File: src/rtl/trk_pkg.sv
package trk_pkg;
   typedef enum logic [2:0] {
      S_IDLE,
      S_WAIT_INDEX,
      S_WAIT_ID,
      S_READ_DATA,
      S_DONE
   } trk_state_e;

   localparam logic [1:0] CODE_NORMAL   = 2'b00;
   localparam logic [1:0] CODE_ABNORMAL = 2'b01;
endpackage

File: src/rtl/trk_cmd_check.sv
module trk_cmd_check #(
   parameter int CMDW   = 8,
   parameter int MT_BIT = 7,
   parameter int SK_BIT = 5
) (
   input  logic [CMDW-1:0] cmd_byte,
   output logic            illegal
);
   localparam logic [CMDW-1:0] REJECT_MASK =
      (CMDW'(1) << MT_BIT) | (CMDW'(1) << SK_BIT);

   initial begin
      assert (MT_BIT < CMDW && SK_BIT < CMDW && MT_BIT != SK_BIT)
         else $error("trk_cmd_check: option bit positions out of range");
   end

   assign illegal = |(cmd_byte & REJECT_MASK);
endmodule

File: src/rtl/trk_miss_counter.sv
module trk_miss_counter #(
   parameter int LIMIT = 2
) (
   input  logic clk,
   input  logic rst_n,
   input  logic clr,
   input  logic inc,
   output logic hit
);
   localparam int CW = $clog2(LIMIT + 1);

   logic [CW-1:0] cnt;

   initial begin
      assert (LIMIT >= 1) else $error("trk_miss_counter: LIMIT must be at least 1");
   end

   assign hit = inc && !clr && (cnt == CW'(LIMIT - 1));

   always_ff @(posedge clk) begin
      if (!rst_n) begin
         cnt <= '0;
      end else if (clr) begin
         cnt <= inc ? CW'(1) : '0;
      end else if (inc && !hit) begin
         cnt <= cnt + 1'b1;
      end
   end

   assert_cnt_bound_R8: assert property (@(posedge clk) disable iff (!rst_n)
      cnt < CW'(LIMIT));
endmodule

File: src/rtl/trk_id_compare.sv
module trk_id_compare #(
   parameter int IDW = 32,
   parameter int LANEW = 8
) (
   input  logic [IDW-1:0] expect_id,
   input  logic [IDW-1:0] seen_id,
   output logic           mismatch
);
   localparam int LANES = IDW / LANEW;

   initial begin
      assert (IDW % LANEW == 0 && LANES >= 1)
         else $error("trk_id_compare: IDW must be a multiple of LANEW");
   end

   logic [LANES-1:0] lane_diff;

   for (genvar g = 0; g < LANES; g++) begin : g_lane
      assign lane_diff[g] =
         expect_id[g*LANEW +: LANEW] != seen_id[g*LANEW +: LANEW];
   end

   assign mismatch = |lane_diff;
endmodule

File: src/rtl/trk_read_seq.sv
module trk_read_seq
   import trk_pkg::*;
#(
   parameter int CMDW       = 8,
   parameter int MT_BIT     = 7,
   parameter int SK_BIT     = 5,
   parameter int IDW        = 32,
   parameter int CNTW       = 8,
   parameter int MISS_LIMIT = 2
) (
   input  logic            clk,
   input  logic            rst_n,
   input  logic            cmd_start,
   input  logic [CMDW-1:0] cmd_byte,
   input  logic [IDW-1:0]  cmd_id,
   input  logic [CNTW-1:0] cmd_eot,
   input  logic            index_pulse,
   input  logic            id_found,
   input  logic [IDW-1:0]  id_value,
   input  logic            id_crc_err,
   input  logic            data_done,
   input  logic            data_crc_err,
   output logic            busy,
   output logic            done,
   output logic [1:0]      st_code,
   output logic            st_nomatch,
   output logic            st_missing,
   output logic            st_crc_id,
   output logic            st_crc_data
);
   trk_state_e      state;
   logic [IDW-1:0]  id_q;
   logic [CNTW-1:0] eot_q;
   logic [CNTW-1:0] sec_cnt;
   logic [CNTW:0]   sec_next;
   logic            illegal, mismatch, last_sector;
   logic            cnt_clr, cnt_inc, miss_hit, accept;

   initial begin
      assert (CNTW >= 1 && MISS_LIMIT >= 1)
         else $error("trk_read_seq: bad counter parameters");
   end

   trk_cmd_check #(.CMDW(CMDW), .MT_BIT(MT_BIT), .SK_BIT(SK_BIT)) u_cmd (
      .cmd_byte (cmd_byte),
      .illegal  (illegal)
   );

   trk_id_compare #(.IDW(IDW)) u_cmp (
      .expect_id (id_q),
      .seen_id   (id_value),
      .mismatch  (mismatch)
   );

   trk_miss_counter #(.LIMIT(MISS_LIMIT)) u_miss (
      .clk   (clk),
      .rst_n (rst_n),
      .clr   (cnt_clr),
      .inc   (cnt_inc),
      .hit   (miss_hit)
   );

   assign accept      = (state == S_IDLE) && cmd_start;
   assign sec_next    = {1'b0, sec_cnt} + 1'b1;
   assign last_sector = sec_next >= {1'b0, eot_q};

   always_comb begin
      cnt_clr = accept
             || ((state == S_WAIT_INDEX) && index_pulse)
             || ((state == S_WAIT_ID) && id_found);
      cnt_inc = ((state == S_WAIT_INDEX) && index_pulse)
             || ((state == S_WAIT_ID) && index_pulse && !id_found);
   end

   always_ff @(posedge clk) begin
      if (!rst_n) begin
         state       <= S_IDLE;
         id_q        <= '0;
         eot_q       <= '0;
         sec_cnt     <= '0;
         st_code     <= CODE_NORMAL;
         st_nomatch  <= 1'b0;
         st_missing  <= 1'b0;
         st_crc_id   <= 1'b0;
         st_crc_data <= 1'b0;
      end else begin
         case (state)
            S_IDLE: if (cmd_start) begin
               st_nomatch  <= 1'b0;
               st_missing  <= 1'b0;
               st_crc_id   <= 1'b0;
               st_crc_data <= 1'b0;
               id_q        <= cmd_id;
               eot_q       <= (cmd_eot == '0) ? CNTW'(1) : cmd_eot;
               sec_cnt     <= '0;
               if (illegal) begin
                  st_code <= CODE_ABNORMAL;
                  state   <= S_DONE;
               end else begin
                  st_code <= CODE_NORMAL;
                  state   <= S_WAIT_INDEX;
               end
            end
            S_WAIT_INDEX: if (index_pulse) state <= S_WAIT_ID;
            S_WAIT_ID: begin
               if (id_found) begin
                  if (mismatch)   st_nomatch <= 1'b1;
                  if (id_crc_err) st_crc_id  <= 1'b1;
                  state <= S_READ_DATA;
               end else if (miss_hit) begin
                  st_missing <= 1'b1;
                  st_code    <= CODE_ABNORMAL;
                  state      <= S_DONE;
               end
            end
            S_READ_DATA: if (data_done) begin
               if (data_crc_err) st_crc_data <= 1'b1;
               sec_cnt <= sec_next[CNTW-1:0];
               state   <= last_sector ? S_DONE : S_WAIT_ID;
            end
            S_DONE:  state <= S_IDLE;
            default: state <= S_IDLE;
         endcase
      end
   end

   assign busy = (state == S_WAIT_INDEX) || (state == S_WAIT_ID) || (state == S_READ_DATA);
   assign done = (state == S_DONE);

   assert_done_pulse_R9: assert property (@(posedge clk) disable iff (!rst_n)
      done |=> !done);
   assert_missing_code_R8: assert property (@(posedge clk) disable iff (!rst_n)
      st_missing |-> (st_code == CODE_ABNORMAL));
   assert_reject_R3: assert property (@(posedge clk) disable iff (!rst_n)
      (accept && illegal) |=> (done && st_code == CODE_ABNORMAL && !st_missing));
   assert_nomatch_src_R5: assert property (@(posedge clk) disable iff (!rst_n)
      $rose(st_nomatch) |-> $past(id_found));
   assert_clear_R10: assert property (@(posedge clk) disable iff (!rst_n)
      accept |=> !(st_nomatch || st_missing || st_crc_id || st_crc_data));
   assert_sector_bound_R7: assert property (@(posedge clk) disable iff (!rst_n)
      busy |-> (sec_cnt < eot_q));
endmodule

File: config.mk
export PLATFORM = sky130hd
export DESIGN_NAME = trk_read_seq
export DESIGN_NICKNAME = d
export VERILOG_FILES = /design/src/rtl/trk_pkg.sv /design/src/rtl/trk_cmd_check.sv /design/src/rtl/trk_miss_counter.sv /design/src/rtl/trk_id_compare.sv /design/src/rtl/trk_read_seq.sv
export SDC_FILE = /design/constraint.sdc
export NUM_CORES = 1
export LEC_CHECK = 0
export ABC_AREA = 1
export BUFFER_PORTS_ARGS = -buffer_cell sky130_fd_sc_hd__buf_2
export CAP_MARGIN = 10
export CORE_MARGIN = 1.5
export CORE_UTILIZATION = 30
export DETAILED_ROUTE_END_ITERATION = 8
export SYNTH_ARGS = -nofsm -noshare
export SYNTH_HDL_FRONTEND = slang
export SYNTH_SLANG_ARGS = --single-unit
File: constraint.sdc
create_clock -name clk -period 5.2 [get_ports clk]
set_input_delay 0.52 -clock clk [delete_from_list [all_inputs] [get_ports clk]]
set_output_delay 0.52 -clock clk [all_outputs]
set_load 0.1 [all_outputs]
**Word-level counts from Yosys, hierarchy flattened**

Cells that the tools add are included.

- Flip-flop bits (word level): 59
- Logic and storage cells: 95

- Add/sub/neg operators: 2
- $lt $le $gt $ge: 1
- Eq/ne operators: 19
- Muxes and demuxes: 33
- Reduce and logical (&&, ||, !) cells: 30

Operators by type and width:

| cell | count |
|---|---|
| $ne A8 B8 Y1 | 4 |
| $mux W8 | 3 |
| $mux W3 | 7 |
| $reduce_and A4 Y1 | 5 |
| $ne A2 B2 Y1 const B | 8 |
| $pmux W8 S2 | 1 |
| $pmux W3 S4 | 1 |
| $mux W1 | 11 |
| $mux W2 | 5 |
| $add A8 B1 Y9 const B | 1 |
| $ge A9 B8 Y1 | 1 |
| $logic_and A1 B1 Y1 | 8 |
| $logic_not A8 Y1 | 1 |
| $pmux W1 S2 | 4 |
| $eq A3 B2 Y1 const B | 2 |
| $reduce_bool A2 Y1 | 3 |
| $logic_or A1 B1 Y1 | 5 |
| $pmux W2 S2 | 1 |
| $reduce_or A4 Y1 | 1 |
| $eq A3 B1 Y1 const B | 1 |
| $eq A3 B3 Y1 const B | 1 |
| $logic_not A1 Y1 | 3 |
| $logic_not A3 Y1 | 1 |
| $ne A3 B2 Y1 const B | 1 |
| 6 further kinds | 6 |

**Logic depth before layout (Yosys ltp)**

Gate-level depths: netlist of the first run.

- Word-level depth: 11
- Gate-level depth with buffers: 16
- Depth with buffers taken out: 16

**Hierarchy**

Synthesis of the first run repeated with hierarchy kept, for this count alone.

- Cells, all modules: 439
- Area total of the unflattened synthesis: 3027.9 sq um

Modules (own cells, without submodules):

| module | instances | cells each | area each (sq um) |
|---|---|---|---|
| trk_read_seq | 1 | 329 | 2432.3 |
| trk_id_compare | 1 | 87 | 456.7 |
| trk_miss_counter | 1 | 20 | 127.6 |
| trk_cmd_check | 1 | 3 | 11.3 |

**Least setup slack after synthesis of the first run**

Ideal clock, no wire load.

- Path type: register to output
- Start: reg state[2]
- End: out done
- Arrival: 2.527 ns
- Data required time: 4.680 ns
- Slack: 2.153 ns
- Cell stages (with the launch flop): 3
- Cell sequence: dfxtp_1 -> inv_1 -> nor3_1

- Cells in the longest elaborated chain, start to end: 1

RTL lines:

| what | line | RTL |
|---|---|---|
| from (decl) | trk_read_seq.sv:31 | `trk_state_e state;` |
| from (signal assigned) | trk_read_seq.sv:119 | `state <= last_sector ? S_DONE : S_WAIT_ID;` |
| $eq A3 B3 Y1 | trk_read_seq.sv:128 | `assign done = (state == S_DONE);` |
| to (decl) | trk_read_seq.sv:24 | `output logic done,` |

No other way between the ends.

**Worst setup path after layout of the first run**

- Start: reg state[0]
- End: reg u_miss.cnt[0]

- Cells in the longest elaborated chain, start to end: 10

RTL lines:

| what | line | RTL |
|---|---|---|
| $eq A3 B1 Y1 / $logic_not A3 Y1 (equally long branches) | trk_read_seq.sv:69, trk_read_seq.sv:71, trk_read_seq.sv:63 |  |
| $logic_and A1 B1 Y1 (on tied branches) | trk_read_seq.sv:69, trk_read_seq.sv:71, trk_read_seq.sv:63 |  |
| $logic_or A1 B1 Y1 | trk_read_seq.sv:69 | `\|\| ((state == S_WAIT_INDEX) && index_pulse)` |
| $logic_or A1 B1 Y1 | trk_read_seq.sv:70 | `\|\| ((state == S_WAIT_ID) && id_found);` |
| $logic_not A1 Y1 | trk_miss_counter.sv:18 | `assign hit = inc && !clr && (cnt == CW'(LIMIT - 1));` |
| $logic_and A1 B1 Y1 (2 in a row) | trk_miss_counter.sv:18 |  |
| $logic_not A1 Y1 | trk_miss_counter.sv:25 | `end else if (inc && !hit) begin` |
| $logic_and A1 B1 Y1 | trk_miss_counter.sv:25 |  |
| $reduce_bool A2 Y1 (no source line) | -- |  |
| to (signal assigned) | trk_miss_counter.sv:24 | `cnt <= inc ? CW'(1) : '0;` |
| to (signal assigned) | trk_miss_counter.sv:26 | `cnt <= cnt + 1'b1;` |
| to (decl) | trk_miss_counter.sv:12 | `logic [CW-1:0] cnt;` |

Several ways; a longest one is shown, not always the timed one.
A chain may end at the register's enable or synchronous reset.

==> metrics.txt, run 1 <==
# TYPE chip_impl_metric gauge
chip_impl_info{name="grt_setup_unrepaired",value="no"} 1
chip_impl_metric{name="placed_area",unit="µm²"} 3570
chip_impl_metric{name="synth-edff-count",unit=""} 0
chip_impl_metric{name="placement.io_buffers",unit=""} 88
chip_impl_metric{name="cp_num_buf_inv",unit=""} 1
chip_impl_info{name="hold_path.startpoint",value="cmd_eot[0]"} 1
chip_impl_info{name="crit_top_cell",value="sky130_fd_sc_hd__nor2_2"} 1
chip_impl_metric{name="postCtsResizedCells",unit=""} 0
chip_impl_metric{name="totalWireLength",unit="µm"} 7200
chip_impl_metric{name="power_leakage",unit="nW"} 1.72
chip_impl_info{name="tritoncts",value="yes"} 1
chip_impl_metric{name="final_hold_slack",unit="ns"} 0.403
chip_impl_metric{name="design_power_total",unit="mW"} 1.15
chip_impl_metric{name="irDropWorstVdd",unit="µV"} 161
chip_impl_info{name="crit_type",value="reg -> reg"} 1
chip_impl_info{name="outcome",value="finished, final reports clean"} 1
chip_impl_metric{name="critical-path-max-stage-delay",unit="ns"} 0.76
chip_impl_metric{name="postSynthNetCount",unit=""} 527
chip_impl_metric{name="grt_max_degree",unit=""} 70
chip_impl_metric{name="setup-violations-final",unit=""} 0
chip_impl_metric{name="critPathMaxFanout",unit=""} 69
chip_impl_metric{name="timing.critical_path.arrival",unit="ns"} 3.01
chip_impl_metric{name="finalNetCount",unit=""} 611
chip_impl_metric{name="cts-htree-levels",unit=""} 3
chip_impl_metric{name="report.final.hold_viol_count",unit=""} 0
chip_impl_metric{name="finalWorstPathRequiredPeriod",unit="ns"} 2.80
chip_impl_metric{name="required_arrival_time_at_the_worst_endpoint",unit="ns"} 5.40
chip_impl_info{name="worst_path_dominant_cell_family",value="simple AND/OR/NAND/NOR gates"} 1
chip_impl_metric{name="routed_wire_length_per_instance",unit="µm"} 11.1
chip_impl_metric{name="final-max-slew-violation-count",unit=""} 0
chip_impl_metric{name="fmax",unit="MHz"} 357
chip_impl_info{name="synthDominantAreaCellType",value="sky130_fd_sc_hd__dfxtp_1"} 1
chip_impl_metric{name="max-clock-path-buffers",unit=""} 2
chip_impl_metric{name="yosys.cell_types.count",unit=""} 36
chip_impl_metric{name="globalplace.congestion",unit=""} 0.792
chip_impl_metric{name="core_region_area",unit="µm²"} 9820
chip_impl_metric{name="die_h",unit="µm"} 104
chip_impl_metric{name="postCtsSetupRepairBufs",unit=""} 0
chip_impl_metric{name="timing.setup.tns",unit="ns"} 0
chip_impl_metric{name="syn-instance-count",unit=""} 429
chip_impl_metric{name="grt_first_pass_wirelength",unit="µm"} 12400
chip_impl_metric{name="floorplan.rows",unit=""} 36
chip_impl_metric{name="layout.core_utilization",unit=""} 0.382
chip_impl_info{name="timing.hold.worst.class",value="in -> reg"} 1
chip_impl_metric{name="synth_top_cell_area_share",unit=""} 0.380
chip_impl_metric{name="worst_slew_pin_slew",unit="ns"} 1.05
chip_impl_metric{name="yosysSeqAreaShare",unit=""} 0.380
chip_impl_metric{name="layout-drive-gt1-share",unit=""} 0.255
chip_impl_metric{name="synth.yosys.warnings",unit=""} 0
chip_impl_metric{name="drt_iter0_drc",unit=""} 107
chip_impl_info{name="nature_of_the_critical_path_endpoint",value="flop"} 1
chip_impl_info{name="post-synth-top-count-cell",value="sky130_fd_sc_hd__nand2_1"} 1
chip_impl_metric{name="antenna_found_initial",unit=""} 0
chip_impl_metric{name="num_vias",unit=""} 2906
chip_impl_metric{name="floorplan.io_pins",unit=""} 96
chip_impl_metric{name="tritoncts_num_sinks",unit=""} 58
chip_impl_metric{name="finalInstanceArea",unit="µm²"} 3750
chip_impl_info{name="synth.cells.most_frequent",value="sky130_fd_sc_hd__nand2_1, sky130_fd_sc_hd__dfxtp_1, sky130_fd_sc_hd__nor2_1, sky130_fd_sc_hd__inv_1, sky130_fd_sc_hd__a21oi_1"} 1
chip_impl_metric{name="min_period_over_period",unit=""} 0.539
chip_impl_metric{name="insertion_delay",unit="ns"} 0.34
chip_impl_metric{name="cts.hold.buffers_added",unit=""} 0
chip_impl_metric{name="timing.slew.headroom",unit=""} 0.299
chip_impl_metric{name="clock_skew",unit="ns"} 0.00505
chip_impl_info{name="critical_path.startpoint",value="state[0]"} 1
chip_impl_info{name="reg2reg_from",value="state[0]"} 1
chip_impl_info{name="timing.critical_path.cells",value="nor2_2 > nand2_2 > nor2_2 > inv_2 > nand4_1 > o21a_1 > nor3_2"} 1
chip_impl_metric{name="post-route-worst-setup-slack",unit="ns"} 2.40
chip_impl_metric{name="first_global_vias",unit=""} 2823
chip_impl_metric{name="count_of_non_filler_cells_in_the_finished_layout",unit=""} 651
chip_impl_metric{name="die_width",unit="µm"} 104
chip_impl_metric{name="place_inst",unit=""} 635
chip_impl_metric{name="post_synth_instance_area",unit="µm²"} 3050
chip_impl_metric{name="grt.overflow.total",unit=""} 0
chip_impl_info{name="post_synth_main_area_contributors",value="sky130_fd_sc_hd__dfxtp_1, sky130_fd_sc_hd__nand2_1, sky130_fd_sc_hd__nor2_1, sky130_fd_sc_hd__a21oi_1, sky130_fd_sc_hd__inv_1"} 1
chip_impl_metric{name="place.detailed.hpwl",unit="µm"} 5090
chip_impl_metric{name="die-area",unit="µm²"} 10800
chip_impl_metric{name="clkTransAtPathRegs",unit="ns"} 0.07
chip_impl_metric{name="ys_async_sr_fraction",unit=""} 0
chip_impl_metric{name="preCtsSetupSlack",unit="ns"} 2.25
chip_impl_metric{name="synth_area_per_cell",unit="µm²"} 7.12
chip_impl_metric{name="track_usage",unit=""} 0.142
chip_impl_info{name="postSynth.topFlopCell",value="sky130_fd_sc_hd__dfxtp_1"} 1
chip_impl_metric{name="cts_buffers",unit=""} 9
chip_impl_info{name="critPathSlowestCell",value="sky130_fd_sc_hd__nor2_2"} 1
chip_impl_metric{name="detailedRoute.firstPassIterationCount",unit=""} 4
chip_impl_metric{name="initial_utilization",unit=""} 0.311
chip_impl_metric{name="vias_per_cell",unit=""} 4.46
chip_impl_info{name="critical_path.startpoint_type",value="flop"} 1
chip_impl_info{name="cts_root_buf",value="sky130_fd_sc_hd__clkbuf_8"} 1
chip_impl_metric{name="area_growth",unit="%"} 22.8
chip_impl_metric{name="diodes",unit=""} 0
chip_impl_metric{name="ant_nets",unit=""} 0
chip_impl_metric{name="power-per-cell-area",unit="nW/µm²"} 306
chip_impl_metric{name="cap_violations",unit=""} 0
chip_impl_metric{name="synth_seq_cells",unit=""} 58
chip_impl_metric{name="remaining_drc_errors",unit=""} 0
## final timing paths
kind | endpoint | slack [ns] | depth (start not counted)
worst min-delay path | eot_q[0] | 0.40 | 3
worst max register to register | u_miss.cnt[0] | 2.40 | 7
worst min register to register | st_missing | 0.46 | 2
worst max-delay path | u_miss.cnt[0] | 2.40 | 7
## area by class of cell
cell class | count | area [µm²]
sequential | 58 | 1160
timing repair buffer | 88 | 440
tap | 133 | 166
fill | 1049 | 6070
clock inverter | 2 | 10.0
clock buffer | 14 | 173
multi-input combinational | 301 | 1590
inverter | 55 | 206
## state kept, by name, summed over array words and instances, names as in the netlist, 2 cells and up
signal      count
sec_cnt         8
state           3
eot_q           8
id_q           32
u_miss.cnt      2
## power by group
part	switching, mW	internal (mW)
clock	0.180	0.211
combinational	0.154	0.0916
sequential	0.0219	0.487
## layout by cell type, fill, tap and decap left out, drive strengths merged, types with 3 or more instances in the layout
master	synthesis	layout
buf	10	88
nand2	79	79
dfxtp	58	58
nor2	58	58
inv	54	54
o21ai	42	42
a21oi	38	38
nand3	17	17
xnor2	17	17
clkbuf	5	14
or2	10	10
ha	10	10
nand4	7	7
nor3	7	7
xor2	5	5
a211oi	3	3
clkinv	1	3
## metal layers
metal / global-route usage / up-vias / part of all wire
met5: 0 / - / 0
met2: 0.236 / 69 / 0.45
met3: 0.0407 / 11 / 0.049
li1: - / 1542 / -
met4: 0.0645 / 0 / 0.022
met1: 0.170 / 1284 / 0.48
## worst register-to-register path: cells and delay by family (launching register included)
family | cells | cell delay, ns
flops | 1 | 0.39
compound gates | 1 | 0.17
buf+inv | 1 | 0.71
simple gates | 5 | 1.41
## cell families after synthesis
| group | synth area share |
|---|---|
| buffers and inverters | 0.0984 |
| other | 0.00123 |
| flip-flops | 0.380 |
| XOR/XNOR | 0.0631 |
| AO/OA/AOI/OAI | 0.158 |
| adder cells (fa/ha/maj) | 0.0410 |
| AND/OR/NAND/NOR | 0.258 |
(Power assumes the default switching activity.)
==> run 2, diff against run 1 <==
--- a/config.mk
+++ b/config.mk
@@ -5,7 +5,7 @@
 export SDC_FILE = /design/constraint.sdc
 export NUM_CORES = 1
 export LEC_CHECK = 0
-export ABC_AREA = 1
+export ABC_AREA = 0
 export BUFFER_PORTS_ARGS = -buffer_cell sky130_fd_sc_hd__buf_2
 export CAP_MARGIN = 10
 export CORE_MARGIN = 1.5
==> constraint.sdc (replaced) <==
create_clock -name clk -period 2.3 [get_ports clk]
set_input_delay 0.23 -clock clk [delete_from_list [all_inputs] [get_ports clk]]
set_output_delay 0.23 -clock clk [all_outputs]
set_load 0.1 [all_outputs]
==> run 2 against run 1 <==
Against the previous run:
- sequential share of layout area fell by 1.3 points
- fmax rose by 31%
- clock-buffer cell count fell by 2
- routed wire length rose by 7.8%
- setup slack got worse by 2.2 ns
- critical endpoint is now state[2]
- synthesized area rose by 3.6%
- synthesized cell count fell by 9.8%
- register-to-register slack got worse by 2.2 ns
- non-clock buffer count rose by 10
- power rose by 110%
- final cell count fell by 5.8%
- hold slack got worse by 0.27 ns
==> metrics.txt, run 2 <==
# TYPE chip_impl_metric gauge
chip_impl_metric{name="report.final.hold_viol_count",unit=""} 0
chip_impl_metric{name="final-max-slew-violation-count",unit=""} 0
chip_impl_metric{name="antenna_found_initial",unit=""} 0
chip_impl_metric{name="floorplan.io_pins",unit=""} 96
chip_impl_metric{name="postSynthNetCount",unit=""} 485
chip_impl_metric{name="synth-edff-count",unit=""} 0
chip_impl_metric{name="cp_num_buf_inv",unit=""} 0
chip_impl_metric{name="layout.core_utilization",unit=""} 0.381
chip_impl_metric{name="layout-drive-gt1-share",unit=""} 0.262
chip_impl_metric{name="die_h",unit="µm"} 106
chip_impl_metric{name="grt_first_pass_wirelength",unit="µm"} 13100
chip_impl_metric{name="drt_iter0_drc",unit=""} 119
chip_impl_metric{name="ff_latch_area",unit="µm²"} 1160
chip_impl_metric{name="ant_nets",unit=""} 0
chip_impl_info{name="final_common_cell",value="sky130_fd_sc_hd__nand2_1"} 1
chip_impl_metric{name="grt.overflow.total",unit=""} 0
chip_impl_metric{name="place.detailed.hpwl",unit="µm"} 5780
chip_impl_metric{name="synth_area_per_cell",unit="µm²"} 8.18
chip_impl_metric{name="floorplan.rows",unit=""} 37
chip_impl_metric{name="vias_per_cell",unit=""} 4.59
chip_impl_metric{name="preCtsSetupSlack",unit="ns"} 0.0967
chip_impl_metric{name="insertion_delay",unit="ns"} 0.34
chip_impl_metric{name="detailedRoute.firstPassIterationCount",unit=""} 5
chip_impl_info{name="top_register",value="id_q"} 1
chip_impl_metric{name="worst_slew_pin_slew",unit="ns"} 0.749
chip_impl_metric{name="num_vias",unit=""} 2811
chip_impl_metric{name="finalInstanceArea",unit="µm²"} 3920
chip_impl_metric{name="remaining_drc_errors",unit=""} 0
chip_impl_info{name="reg.largest.list",value="id_q x32, eot_q x8, sec_cnt x8"} 1
chip_impl_metric{name="irDropWorstVdd",unit="µV"} 300
chip_impl_metric{name="track_usage",unit=""} 0.148
chip_impl_metric{name="core_region_area",unit="µm²"} 10300
chip_impl_metric{name="syn-instance-count",unit=""} 387
chip_impl_metric{name="timing.slew.headroom",unit=""} 0.500
chip_impl_info{name="reg2reg_from",value="sec_cnt[1]"} 1
chip_impl_metric{name="multi_input_area",unit="µm²"} 1830
chip_impl_info{name="critical_path.startpoint",value="sec_cnt[1]"} 1
chip_impl_metric{name="globalplace.congestion",unit=""} 0.808
chip_impl_metric{name="synth_top_cell_area_share",unit=""} 0.367
chip_impl_info{name="dr_top_layer",value="met4"} 1
chip_impl_metric{name="synth.yosys.warnings",unit=""} 0
chip_impl_metric{name="power_leakage",unit="nW"} 1.71
chip_impl_info{name="nature_of_the_critical_path_endpoint",value="flop"} 1
chip_impl_info{name="critical_path.startpoint_type",value="flop"} 1
chip_impl_info{name="crit_type",value="reg -> reg"} 1
chip_impl_metric{name="detailed_route_wirelength_on_metal2",unit="µm"} 3730
chip_impl_metric{name="placed_area",unit="µm²"} 3720
chip_impl_metric{name="cts-htree-levels",unit=""} 3
chip_impl_metric{name="grt_max_degree",unit=""} 32
chip_impl_info{name="cts_root_buf",value="sky130_fd_sc_hd__clkbuf_8"} 1
chip_impl_metric{name="routed_wire_length_per_instance",unit="µm"} 12.7
chip_impl_metric{name="ys_async_sr_fraction",unit=""} 0
chip_impl_metric{name="die_width",unit="µm"} 106
chip_impl_metric{name="required_arrival_time_at_the_worst_endpoint",unit="ns"} 2.56
chip_impl_metric{name="finalWorstPathRequiredPeriod",unit="ns"} 2.14
chip_impl_metric{name="critPathMaxFanout",unit=""} 4
chip_impl_metric{name="tritoncts_num_sinks",unit=""} 58
chip_impl_info{name="postSynth.topFlopCell",value="sky130_fd_sc_hd__dfxtp_1"} 1
chip_impl_metric{name="met3RoutedLength",unit="µm"} 333
chip_impl_metric{name="die-area",unit="µm²"} 11200
chip_impl_metric{name="setup-violations-final",unit=""} 0
chip_impl_info{name="synthDominantAreaCellType",value="sky130_fd_sc_hd__dfxtp_1"} 1
chip_impl_metric{name="postCtsSetupRepairBufs",unit=""} 0
chip_impl_info{name="mostFrequentLayoutCells",value="sky130_fd_sc_hd__nand2_1, sky130_fd_sc_hd__buf_2, sky130_fd_sc_hd__dfxtp_1, sky130_fd_sc_hd__xor2_1, sky130_fd_sc_hd__a21boi_0"} 1
chip_impl_metric{name="cap_violations",unit=""} 0
chip_impl_metric{name="power-per-cell-area",unit="nW/µm²"} 615
chip_impl_info{name="worst_path_dominant_cell_family",value="simple AND/OR/NAND/NOR gates"} 1
chip_impl_metric{name="post-route-worst-setup-slack",unit="ns"} 0.156
chip_impl_metric{name="area_growth",unit="%"} 23.8
chip_impl_metric{name="diodes",unit=""} 0
chip_impl_info{name="hold_path.startpoint",value="cmd_id[22]"} 1
chip_impl_metric{name="timing.setup.tns",unit="ns"} 0
chip_impl_metric{name="initial_utilization",unit=""} 0.308
chip_impl_metric{name="fillerInstances",unit=""} 1097
chip_impl_metric{name="critical-path-max-stage-delay",unit="ns"} 0.36
chip_impl_info{name="synth.cells.most_frequent",value="sky130_fd_sc_hd__nand2_1, sky130_fd_sc_hd__dfxtp_1, sky130_fd_sc_hd__xor2_1, sky130_fd_sc_hd__a21boi_0, sky130_fd_sc_hd__a21boi_1"} 1
chip_impl_info{name="timing.critical_path.cells",value="ha_2 > and3_1 > nand3_1 > xnor2_1 > ha_1 > nand2_1 > nor2_1 > a21oi_2 > o221a_2 > nor3_1"} 1
chip_impl_info{name="post-synth-top-count-cell",value="sky130_fd_sc_hd__nand2_1"} 1
chip_impl_metric{name="max-clock-path-buffers",unit=""} 2
chip_impl_metric{name="post_synth_instance_area",unit="µm²"} 3160
chip_impl_metric{name="timing.critical_path.arrival",unit="ns"} 2.40
chip_impl_metric{name="clock_skew",unit="ns"} 0.0130
chip_impl_metric{name="min_period_over_period",unit=""} 0.932
chip_impl_metric{name="placement.io_buffers",unit=""} 88
chip_impl_metric{name="yosysSeqAreaShare",unit=""} 0.367
chip_impl_metric{name="cts_buffers",unit=""} 9
chip_impl_metric{name="final_hold_slack",unit="ns"} 0.131
chip_impl_metric{name="met1_length",unit="µm"} 3550
chip_impl_metric{name="finalNetCount",unit=""} 570
chip_impl_metric{name="fmax",unit="MHz"} 466
chip_impl_info{name="post_synth_main_area_contributors",value="sky130_fd_sc_hd__dfxtp_1, sky130_fd_sc_hd__nand2_1, sky130_fd_sc_hd__xor2_1, sky130_fd_sc_hd__a21boi_0, sky130_fd_sc_hd__a21boi_1"} 1
chip_impl_metric{name="totalWireLength",unit="µm"} 7760
chip_impl_metric{name="yosys.cell_types.count",unit=""} 50
chip_impl_info{name="critPathSlowestCell",value="sky130_fd_sc_hd__dfxtp_1"} 1
chip_impl_metric{name="clkTransAtPathRegs",unit="ns"} 0.07
chip_impl_metric{name="synth_seq_cells",unit=""} 58
chip_impl_info{name="tritoncts",value="yes"} 1
chip_impl_info{name="timing.hold.worst.class",value="in -> reg"} 1
chip_impl_metric{name="first_global_vias",unit=""} 2849
chip_impl_info{name="outcome",value="finished, final reports clean"} 1
chip_impl_metric{name="largest_register_ff_count",unit=""} 32
## run 2: kinds of logic (layout without fill, tap and decap cells)
kind of cell | count (synthesis) | after routing | share of synthesized area
buffers and inverters | 35 | 125 | 0.0589
muxes | 2 | 2 | 0.00672
xor gates and xnor gates | 38 | 38 | 0.105
and+or+nand+nor | 158 | 158 | 0.233
other | 1 | 1 | 0.00119
adders and majority gates | 10 | 10 | 0.0395
AOI/OAI and AO/OA | 85 | 85 | 0.188
DFF | 58 | 58 | 0.367
## run 2: final cells by class
class                      instances  share of cell area
clock buffer                      12              0.0421
inverter                          11              0.0105
timing repair buffer              98               0.135
sequential                        58               0.296
multi-input combinational        294               0.466
tap                              136              0.0434
clock inverter                     4             0.00639
## run 2: power breakdown
group | total, mW | switching (mW) | internal (mW)
registers | 1.11 | 0.0418 | 1.06
clock network | 0.885 | 0.410 | 0.475
logic | 0.421 | 0.247 | 0.174
total | 2.41 | 0.699 | 1.71
## run 2: metal layers
layer  track usage  vias up
met5             0        -
met4        0.0463        0
met3        0.0433       11
met2         0.246       54
met1         0.183     1277
li1              -     1469
## run 2: worst paths after layout
check,to,slack [ns],cells past startpoint
hold reg to reg,eot_q[3],0.45,2
hold / removal,id_q[22],0.13,3
setup reg to reg,state[2],0.16,10
setup / recovery,state[2],0.16,10
## run 2: through the flow
step                total power, mW  std cells
floorplan                      1.41        387
global placement               1.54        597
detailed placement             1.55        597
CTS                            2.44        613
global route                   2.56        613
finish                         2.41        613
## run 2: worst reg2reg max path, delay by kind of cell (launching register included)
family	cells	cell delay (ns)
XOR/XNOR	1	0.16
AO/OA/AOI/OAI	2	0.36
adder cells (fa/ha/maj)	2	0.50
flip-flops	1	0.36
AND/OR/NAND/NOR	5	0.68
## run 2: what timing repair did
| action | 4_1_cts | 5_1_grt |
|---|---|---|
| hold buffers | 0 | 0 |
| resized for setup | 0 | 3 |
| setup endpoints to repair | 0 | 2 |
